File: src/rtl/tsync_pkg.sv
package tsync_pkg;
  localparam int DATA_W = 32;
  localparam int ADDR_W = 8;
  localparam int TIME_W = 2 * DATA_W;
  localparam int FRAC_W = 32;
  localparam int N_AUX  = 2;
  localparam int EVT_W  = N_AUX + 1;

  localparam logic [ADDR_W-1:0] RA_CTRL      = 8'h00;
  localparam logic [ADDR_W-1:0] RA_EVT       = 8'h04;
  localparam logic [ADDR_W-1:0] RA_ADDEND    = 8'h08;
  localparam logic [ADDR_W-1:0] RA_TIME_LO   = 8'h10;
  localparam logic [ADDR_W-1:0] RA_TIME_HI   = 8'h14;
  localparam logic [ADDR_W-1:0] RA_TGT_LO    = 8'h18;
  localparam logic [ADDR_W-1:0] RA_TGT_HI    = 8'h1C;
  localparam logic [ADDR_W-1:0] RA_SNAP_BASE = 8'h20;
endpackage

File: src/rtl/tsync_time_base.sv
module tsync_time_base #(
  parameter int TIME_W = 64,
  parameter int FRAC_W = 32,
  parameter int DATA_W = 32
) (
  input  logic              clk,
  input  logic              rst_n,
  input  logic [FRAC_W-1:0] addend_i,
  input  logic              ld_lo_i,
  input  logic              ld_hi_i,
  input  logic [DATA_W-1:0] ld_data_i,
  output logic [TIME_W-1:0] time_o
);
  localparam int HI_W = TIME_W - DATA_W;

  logic [FRAC_W-1:0] frac_q, frac_d;
  logic [TIME_W-1:0] time_q, time_d;
  logic              carry;
  logic              time_en;

  always_comb begin
    {carry, frac_d} = {1'b0, frac_q} + {1'b0, addend_i};
    time_d = time_q + {{(TIME_W-1){1'b0}}, carry};
    if (ld_lo_i) time_d[DATA_W-1:0] = ld_data_i;
    if (ld_hi_i) time_d[TIME_W-1:DATA_W] = ld_data_i[HI_W-1:0];
    time_en = carry | ld_lo_i | ld_hi_i;
  end

  always_ff @(posedge clk or negedge rst_n) begin
    if (!rst_n) frac_q <= '0;
    else        frac_q <= frac_d;
  end

  always_ff @(posedge clk or negedge rst_n) begin
    if (!rst_n)       time_q <= '0;
    else if (time_en) time_q <= time_d;
  end

  assign time_o = time_q;
endmodule

File: src/rtl/tsync_snap_capture.sv
module tsync_snap_capture #(
  parameter int TIME_W = 64
) (
  input  logic              clk,
  input  logic              rst_n,
  input  logic              lvl_i,
  input  logic [TIME_W-1:0] time_i,
  output logic              hit_o,
  output logic [TIME_W-1:0] snap_o
);
  logic              lvl_q;
  logic [TIME_W-1:0] snap_q;

  assign hit_o = lvl_i & ~lvl_q;

  always_ff @(posedge clk or negedge rst_n) begin
    if (!rst_n) lvl_q <= 1'b0;
    else        lvl_q <= lvl_i;
  end

  always_ff @(posedge clk or negedge rst_n) begin
    if (!rst_n)     snap_q <= '0;
    else if (hit_o) snap_q <= time_i;
  end

  assign snap_o = snap_q;
endmodule

File: src/rtl/tsync_event_regs.sv
module tsync_event_regs #(
  parameter int N_AUX = 2,
  localparam int EVT_W = N_AUX + 1
) (
  input  logic             clk,
  input  logic             rst_n,
  input  logic             ctrl_wen_i,
  input  logic             evt_wen_i,
  input  logic [EVT_W-1:0] wbits_i,
  input  logic             tt_hit_i,
  input  logic [N_AUX-1:0] aux_hit_i,
  output logic [EVT_W-1:0] evt_o,
  output logic [EVT_W-1:0] mask_o,
  output logic             irq_o
);
  logic [EVT_W-1:0] evt_q, evt_d, mask_q, set_vec;
  logic             evt_en;

  always_comb begin
    set_vec = {aux_hit_i, tt_hit_i};
    evt_d   = evt_q;
    if (evt_wen_i) evt_d = evt_q & ~wbits_i;
    evt_d  = evt_d | set_vec;
    evt_en = evt_wen_i | (|set_vec);
  end

  always_ff @(posedge clk or negedge rst_n) begin
    if (!rst_n)      evt_q <= EVT_W'(1);
    else if (evt_en) evt_q <= evt_d;
  end

  always_ff @(posedge clk or negedge rst_n) begin
    if (!rst_n)          mask_q <= '0;
    else if (ctrl_wen_i) mask_q <= wbits_i;
  end

  assign evt_o  = evt_q;
  assign mask_o = mask_q;
  assign irq_o  = |(evt_q & mask_q);
endmodule

File: src/rtl/tsync_evt_unit.sv
module tsync_evt_unit
  import tsync_pkg::*;
(
  input  logic              clk,
  input  logic              rst_n,
  input  logic              reg_wen,
  input  logic [ADDR_W-1:0] reg_addr,
  input  logic [DATA_W-1:0] reg_wdata,
  output logic [DATA_W-1:0] reg_rdata,
  input  logic [N_AUX-1:0]  aux_lvl_i,
  output logic              irq_o
);
  logic [TIME_W-1:0] systime_w;
  logic [TIME_W-1:0] target_q, target_d;
  logic [FRAC_W-1:0] addend_q, addend_d;
  logic [TIME_W-1:0] snap_w [N_AUX];
  logic [N_AUX-1:0]  aux_hit_w;
  logic [EVT_W-1:0]  evt_w, mask_w;
  logic              tt_hit_w;
  logic              wr_ctrl, wr_evt, wr_add, wr_tlo, wr_thi, wr_glo, wr_ghi;
  logic              target_en, addend_en;

  always_comb begin
    wr_ctrl = reg_wen && (reg_addr == RA_CTRL);
    wr_evt  = reg_wen && (reg_addr == RA_EVT);
    wr_add  = reg_wen && (reg_addr == RA_ADDEND);
    wr_tlo  = reg_wen && (reg_addr == RA_TIME_LO);
    wr_thi  = reg_wen && (reg_addr == RA_TIME_HI);
    wr_glo  = reg_wen && (reg_addr == RA_TGT_LO);
    wr_ghi  = reg_wen && (reg_addr == RA_TGT_HI);
  end

  tsync_time_base #(.TIME_W(TIME_W), .FRAC_W(FRAC_W), .DATA_W(DATA_W)) u_time (
    .clk       (clk),
    .rst_n     (rst_n),
    .addend_i  (addend_q),
    .ld_lo_i   (wr_tlo),
    .ld_hi_i   (wr_thi),
    .ld_data_i (reg_wdata),
    .time_o    (systime_w)
  );

  always_comb begin
    addend_d  = reg_wdata[FRAC_W-1:0];
    addend_en = wr_add;
    target_d  = target_q;
    if (wr_glo) target_d[DATA_W-1:0]      = reg_wdata;
    if (wr_ghi) target_d[TIME_W-1:DATA_W] = reg_wdata;
    target_en = wr_glo | wr_ghi;
  end

  always_ff @(posedge clk or negedge rst_n) begin
    if (!rst_n)         addend_q <= '0;
    else if (addend_en) addend_q <= addend_d;
  end

  always_ff @(posedge clk or negedge rst_n) begin
    if (!rst_n)         target_q <= '0;
    else if (target_en) target_q <= target_d;
  end

  assign tt_hit_w = (systime_w >= target_q);

  for (genvar k = 0; k < N_AUX; k++) begin : g_snap
    tsync_snap_capture #(.TIME_W(TIME_W)) u_snap (
      .clk    (clk),
      .rst_n  (rst_n),
      .lvl_i  (aux_lvl_i[k]),
      .time_i (systime_w),
      .hit_o  (aux_hit_w[k]),
      .snap_o (snap_w[k])
    );
  end

  tsync_event_regs #(.N_AUX(N_AUX)) u_evt (
    .clk        (clk),
    .rst_n      (rst_n),
    .ctrl_wen_i (wr_ctrl),
    .evt_wen_i  (wr_evt),
    .wbits_i    (reg_wdata[EVT_W:1]),
    .tt_hit_i   (tt_hit_w),
    .aux_hit_i  (aux_hit_w),
    .evt_o      (evt_w),
    .mask_o     (mask_w),
    .irq_o      (irq_o)
  );

  always_comb begin
    reg_rdata = '0;
    unique case (reg_addr)
      RA_CTRL:    reg_rdata[EVT_W:1] = mask_w;
      RA_EVT:     reg_rdata[EVT_W:1] = evt_w;
      RA_ADDEND:  reg_rdata[FRAC_W-1:0] = addend_q;
      RA_TIME_LO: reg_rdata = systime_w[DATA_W-1:0];
      RA_TIME_HI: reg_rdata = systime_w[TIME_W-1:DATA_W];
      RA_TGT_LO:  reg_rdata = target_q[DATA_W-1:0];
      RA_TGT_HI:  reg_rdata = target_q[TIME_W-1:DATA_W];
      default: begin
        for (int k = 0; k < N_AUX; k++) begin
          if (reg_addr == RA_SNAP_BASE + ADDR_W'(8 * k))
            reg_rdata = snap_w[k][DATA_W-1:0];
          if (reg_addr == RA_SNAP_BASE + ADDR_W'(8 * k + 4))
            reg_rdata = snap_w[k][TIME_W-1:DATA_W];
        end
      end
    endcase
  end
endmodule

File: config.mk
export PLATFORM = sky130hd
export DESIGN_NAME = tsync_evt_unit
export DESIGN_NICKNAME = d
export VERILOG_FILES = /design/src/rtl/tsync_pkg.sv /design/src/rtl/tsync_time_base.sv /design/src/rtl/tsync_snap_capture.sv /design/src/rtl/tsync_event_regs.sv /design/src/rtl/tsync_evt_unit.sv
export SDC_FILE = /design/constraint.sdc
export NUM_CORES = 1
export LEC_CHECK = 0
export CORE_UTILIZATION = 40
export DETAILED_ROUTE_END_ITERATION = 7
export DONT_BUFFER_PORTS = 1
export SYNTH_ARGS = -nofsm -noshare
export SYNTH_HDL_FRONTEND = slang
export SYNTH_SLANG_ARGS = --single-unit
export TNS_END_PERCENT = 1
File: constraint.sdc
create_clock -name clk -period 4.45 [get_ports clk]
set_input_delay 0.2225 -clock clk [delete_from_list [all_inputs] [get_ports clk]]
set_output_delay 0.2225 -clock clk [all_outputs]
set_load 0.05 [all_outputs]
### Word level (Yosys, flattened, before mapping)

Index checks and enable logic that the tools add are counted.

* add/subtract/negate cells: 2
* $mul: 0
* div/mod/pow operators: 0
* $lt $le $gt $ge: 1
* equal/unequal tests: 10
* shifts and indexed selects: 0
* multiplexer cells: 10
* bitwise logic cells: 12
* reduce and logical (&&, ||, !) cells: 13

Operators with widths (count)
* 32-bit two-way mux: 6
* 28-bit case mux with 6 select lines: 1
* 64-bit by 1-bit adder with 64-bit output: 1
* 64-bit greater-or-equal comparator: 1
* 32-bit by 32-bit adder with 33-bit output: 1
* 8-bit by 5-bit equality test with 1-bit output, second input constant: 4
* 8-bit by 6-bit equality test with 1-bit output, second input constant: 4
* 3-bit case mux with 7 select lines: 1
* 8-bit by 3-bit equality test with 1-bit output, second input constant: 1
* 8-bit by 4-bit equality test with 1-bit output, second input constant: 1
* 8-bit zero test: 1
* 1-bit logical AND: 7
* 3-bit AND: 2
* 1-bit case mux with 6 select lines: 1
* 3-bit OR reduction: 2
* 1-bit OR: 4
* 2-bit AND reduction: 2
* 3-bit two-way mux: 1
* 3-bit NOT: 1
* 3-bit OR: 1
* 1-bit AND: 2
* 1-bit NOT: 2
* 2-bit OR reduction: 1

* register bits after elaboration: 328
* latch bits: 0
* bits in writable memories: 0
* memory bits (read-only): 0
* bits of input ports: 45
* output and inout bits: 33
* memories kept: 0

### Logic depth before layout (Yosys ltp)

* depth after elaboration: 6
* depth in mapped cells: 19

### Modules after synthesis

Synthesis repeated with hierarchy kept, for this count alone.

* cells, all modules: 1879
* area total of the unflattened synthesis: 19989.2 sq um

By module, submodules not included
* tsync_evt_unit: times used 1, cells an instance 777, area each 7598.5 sq um
* tsync_time_base: times used 1, cells an instance 811, area each 6812.8 sq um
* tsync_snap_capture: times used 2, cells an instance 137, area each 2672.6 sq um
* tsync_event_regs: times used 1, cells an instance 17, area each 232.7 sq um

### Worst setup path before layout

No wires, ideal clock.

* path kind: flip-flop to flip-flop
* from: register addend_q[21]
* to: register u_time.time_q[63] (netlist: u_time.time_o[63])
* library setup time: 126 ps
* arrival: 4320 ps
* slack: 4 ps
* stages on the path, launching flop included: 19
* path buffers: 3
* cells stage by stage: dfrtp_1 > ha_1 > clkbuf_1 > nand4_1 > nor2_1 > nand3_1 > a211oi_1 > nor4_1 > clkbuf_1 > clkbuf_1 > o21bai_1 > ha_1 > nand4_1 > nor3_1 > nand3_1 > nor4_4 > nand4_1 > a31o_1 > a221o_1

* cells in the longest elaborated chain, start to end: 3
* elaborated cells on any way between the ends: 5
* classes of those cells: add/sub: 2; mux: 1; bitwise: 2

Ends and longest elaborated chain
* start: declaration: RTL line tsync_evt_unit.sv:15 `logic [FRAC_W-1:0] addend_q, addend_d;`
* start signal: assignment: RTL line tsync_evt_unit.sv:54 `else if (addend_en) addend_q <= addend_d;`
* 32-bit by 32-bit adder with 33-bit output (*): RTL line tsync_time_base.sv:22 `{carry, frac_d} = {1'b0, frac_q} + {1'b0, addend_i};`
* 64-bit by 1-bit adder with 64-bit output or 1-bit OR (tied branches): RTL line tsync_time_base.sv:23, tsync_time_base.sv:26
* 32-bit two-way mux or 1-bit OR (tied branches): RTL line tsync_time_base.sv:25, tsync_time_base.sv:26
* end signal: assignment: RTL line tsync_time_base.sv:36 `else if (time_en) time_q <= time_d;`
* end: declaration: RTL line tsync_time_base.sv:17 `logic [TIME_W-1:0] time_q, time_d;`

Every way passes the cells marked *; elsewhere a longest branch is shown, timed or not.
A chain may end at the register's enable or synchronous reset.

### Worst setup path in the final report

* from: register addend_q[0]
* to: register u_time.time_q[31] (netlist: u_time.time_o[31])

* cells in the longest elaborated chain, start to end: 3
* elaborated cells on any way between the ends: 5
* classes of those cells: add/sub: 2; mux: 1; bitwise: 2

Ends and longest elaborated chain (RTL line)
* 32-bit by 32-bit adder with 33-bit output (*): tsync_time_base.sv:22
* 64-bit by 1-bit adder with 64-bit output or 1-bit OR (tied branches): tsync_time_base.sv:23, tsync_time_base.sv:26
* 32-bit two-way mux or 1-bit OR (tied branches): tsync_time_base.sv:24, tsync_time_base.sv:26

Marked as above.

==> run summary <==
Layout Nets - 1948
Most common cell on crit path - a211o_1
CP Class - flip-flop to flip-flop
normalized max-slew margin - 0.151
layout cell share with drive strength beyond 1 - 0.211
CTS Sinks - 328
sequential area share after synthesis - 0.437
vias per std cell - 6.35
top cells by area, synth - dfrtp_1 (44%), mux2_2 (14%), ha_1 (6.5%), a21oi_1 (2.6%), a221oi_1 (2.2%)
DR pass1 iterations - 8
TNS Setup - 0 ps
Arr. time, crit path - 4630 ps
Synth top area share - 0.436
DP Worst Slack - 51.7 ps
cell family with most CP delay - compound AO/OA/AOI/OAI gates
Synth Register Bits - 328
TritonCTS clock tree - yes
cts hold-fix bufs - 35
failing checks - negative hold slack
core footprint - 46500 µm²
Yosys warning total - 0
global route overflow - 0
number of global-route vias before repair - 15300
Max IR drop VDD - 0.386 mV
crit-path max cell delay - 370 ps
outcome - finished, violations left
first-pass GRT wire length - 93.9 mm
Async SR Flop Fraction - 1.00
Pwr Density - 380 nW/µm²
antenna violations before repair - 0
Fill cells - 4338
row cnt - 79
fin util - 0.460
Startpoint Class - flip-flop
total wire length - 60.5 mm
slowest stage cell on the critical path - dfrtp_1
largest net degree at the start of global routing - 329
Final ANT Viol Nets - 0
Distinct cells, synth - 71
total power - 8.13 mW
starting density of the core - 0.404
Max Root-Sink Buffers - 3
number of max-cap violations - 0
syn_nets - 1942
Root Buffer - clkbuf_16
most common cell after layout, fill and taps aside - dfrtp_1
Final Cycle Share - 0.941
clock transition at the registers of the reported paths - 60 ps
total die area - 47800 µm²
Global Route Usage Sum - 0.255
final setup margin - 261 ps
crit path max fanout - 6
Post-Syn Instances - 1798
CP endpoint kind - flip-flop
final hold slack - -627 ps
Synth area leader - dfrtp_1
final setup fails - 0
routed via count - 15500
Inserted Clock Buffers - 38
average size of a mapped cell - 10.4 µm²
Worst EP required - 4890 ps
PortBufs - 0
Remaining DRCs - 0
P&R area growth vs syn - 14.0%
I/O pin cnt - 78
Routability Congestion - 0.929
width of the die - 219 µm
Min-Delay Path Class - primary input to asynchronous set/reset pin
diode count - 0
Final Hold Vio Count - 328
H-tree levels - 2
Leak Pwr - 8.88 nW
WP buf/inv - 1
DR WL/cell - 24.8 µm
R2R Setup Slk - 260 ps
DRT iter0 DRCs - 1569
area of the mapped netlist - 18800 µm²
most frequent cells in the layout - dfrtp_1 (327), mux2_2 (228), inv_1 (101)
fin. max-slew vios - 0
Clock Skew - 27.9 ps
ys flop type - dfrtp_1
CP Cell Sequence - ha_1, fa_1, a211o_1, o211ai_1, a211o_1, a211oi_4, nor4_2, o21bai_1, ha_2, nand4_1, nor3_2, nand3_1, buf_4, nor2_1, a21oi_1, a211o_1, a22o_1
worst-margin pin slew - 1270 ps
DP HPWL - 41.0 mm
Die Y-Extent - 219 µm
number of flops mapped to enable cells by yosys - 0
Clk Latency, worst-skew pair - 570 ps
f_max - 239 MHz
Final Critical Period - 4190 ps
path summary, 6_finish.rpt:
kind / depth (start not counted) / end / startpoint
setup / recovery: 17 / u_time.time_o[31] / addend_q[0]
hold / removal: 0 / g_snap[1].u_snap.snap_o[2] / rst_n
setup reg to reg: 17 / u_time.time_o[31] / addend_q[0]
hold reg to reg: 1 / u_time.frac_q[0] / u_time.frac_q[0]
max in group asynchronous: 0 / target_q[3] / rst_n
min in group clk: 3 / u_time.time_o[42] / reg_wdata[10]
where the power goes:
group	switching (mW)	internal (mW)
logic	0.859	0.503
clock network	1.30	2.19
registers	0.0930	3.18
total	2.25	5.88
Yosys cell counts (all sizes together) (6+ instances only):
| cell | instances |
|---|---|
| a211oi | 29 |
| and4 | 6 |
| clkbuf | 95 |
| a22o | 40 |
| a21o | 33 |
| a221oi | 47 |
| o22a | 6 |
| nor4 | 19 |
| nand4 | 31 |
| a222oi | 33 |
| o31ai | 18 |
| o2bb2ai | 10 |
| a221o | 10 |
| o21a | 7 |
| o21bai | 6 |
| nand2 | 90 |
| nand3 | 78 |
| ha | 98 |
| a21oi | 98 |
| nor2 | 69 |
| inv | 101 |
| a31oi | 18 |
| mux2 | 228 |
| xnor2 | 17 |
| dfrtp | 327 |
| a2bb2oi | 10 |
| o211ai | 12 |
| a22oi | 37 |
| o221ai | 13 |
| and3 | 18 |
| nor3 | 33 |
| buf | 29 |
| o21ai | 60 |
| xor2 | 9 |
| o22ai | 11 |
cells by family after synthesis:
kind of cell | Yosys count | synth area share
buffers and inverters | 225 | 0.0462
xor gates and xnor gates | 26 | 0.0121
muxes | 230 | 0.138
adders and majority gates | 99 | 0.0664
DFF | 328 | 0.437
and+or+nand+nor | 371 | 0.0999
AOI/OAI and AO/OA | 519 | 0.200
state kept, by name, summed over array words and instances (netlist names):
name / cells
u_time.time_o: 64
target_q: 64
u_time.frac_q: 32
g_snap.u_snap.snap_o: 128
u_evt.evt_o: 3
u_evt.mask_o: 3
addend_q: 32
g_snap.u_snap.lvl_q: 2
per-layer routing:
| layer | routed length (µm) | GRT usage | vias up |
|---|---|---|---|
| met1 | 25800 | 0.344 | 7875 |
| met4 | 2010 | 0.0988 | 0 |
| met2 | 28500 | 0.413 | 640 |
| met3 | 4180 | 0.0374 | 111 |
| li1 | - | - | 6864 |
| met5 | 0 | 0 | - |
repair_timing:
action,CTS,global route
endpoints found under the hold margin,494,328
resized for setup,0,13
setup buffers,0,1
setup endpoints to repair,0,32
area by class of cell:
type | count | area, µm² | share of cell area
clock inverters | 8 | 190 | 0.00889
repair buffers | 90 | 776 | 0.0363
inverters | 101 | 379 | 0.0177
multi-input cells | 1245 | 9870 | 0.462
well taps | 607 | 759 | 0.0355
flip-flops and latches | 328 | 8210 | 0.384
clock buffers | 61 | 1200 | 0.0562
stage by stage:
stage,std cells,instance area [µm²]
2_1_floorplan,1798,18800
3_3_place_gp,2335,19600
3_5_place_dp,2335,19600
4_1_cts,2439,21300
5_1_grt,2440,21400
6_report,2440,21400
(Power assumes the default switching activity.)
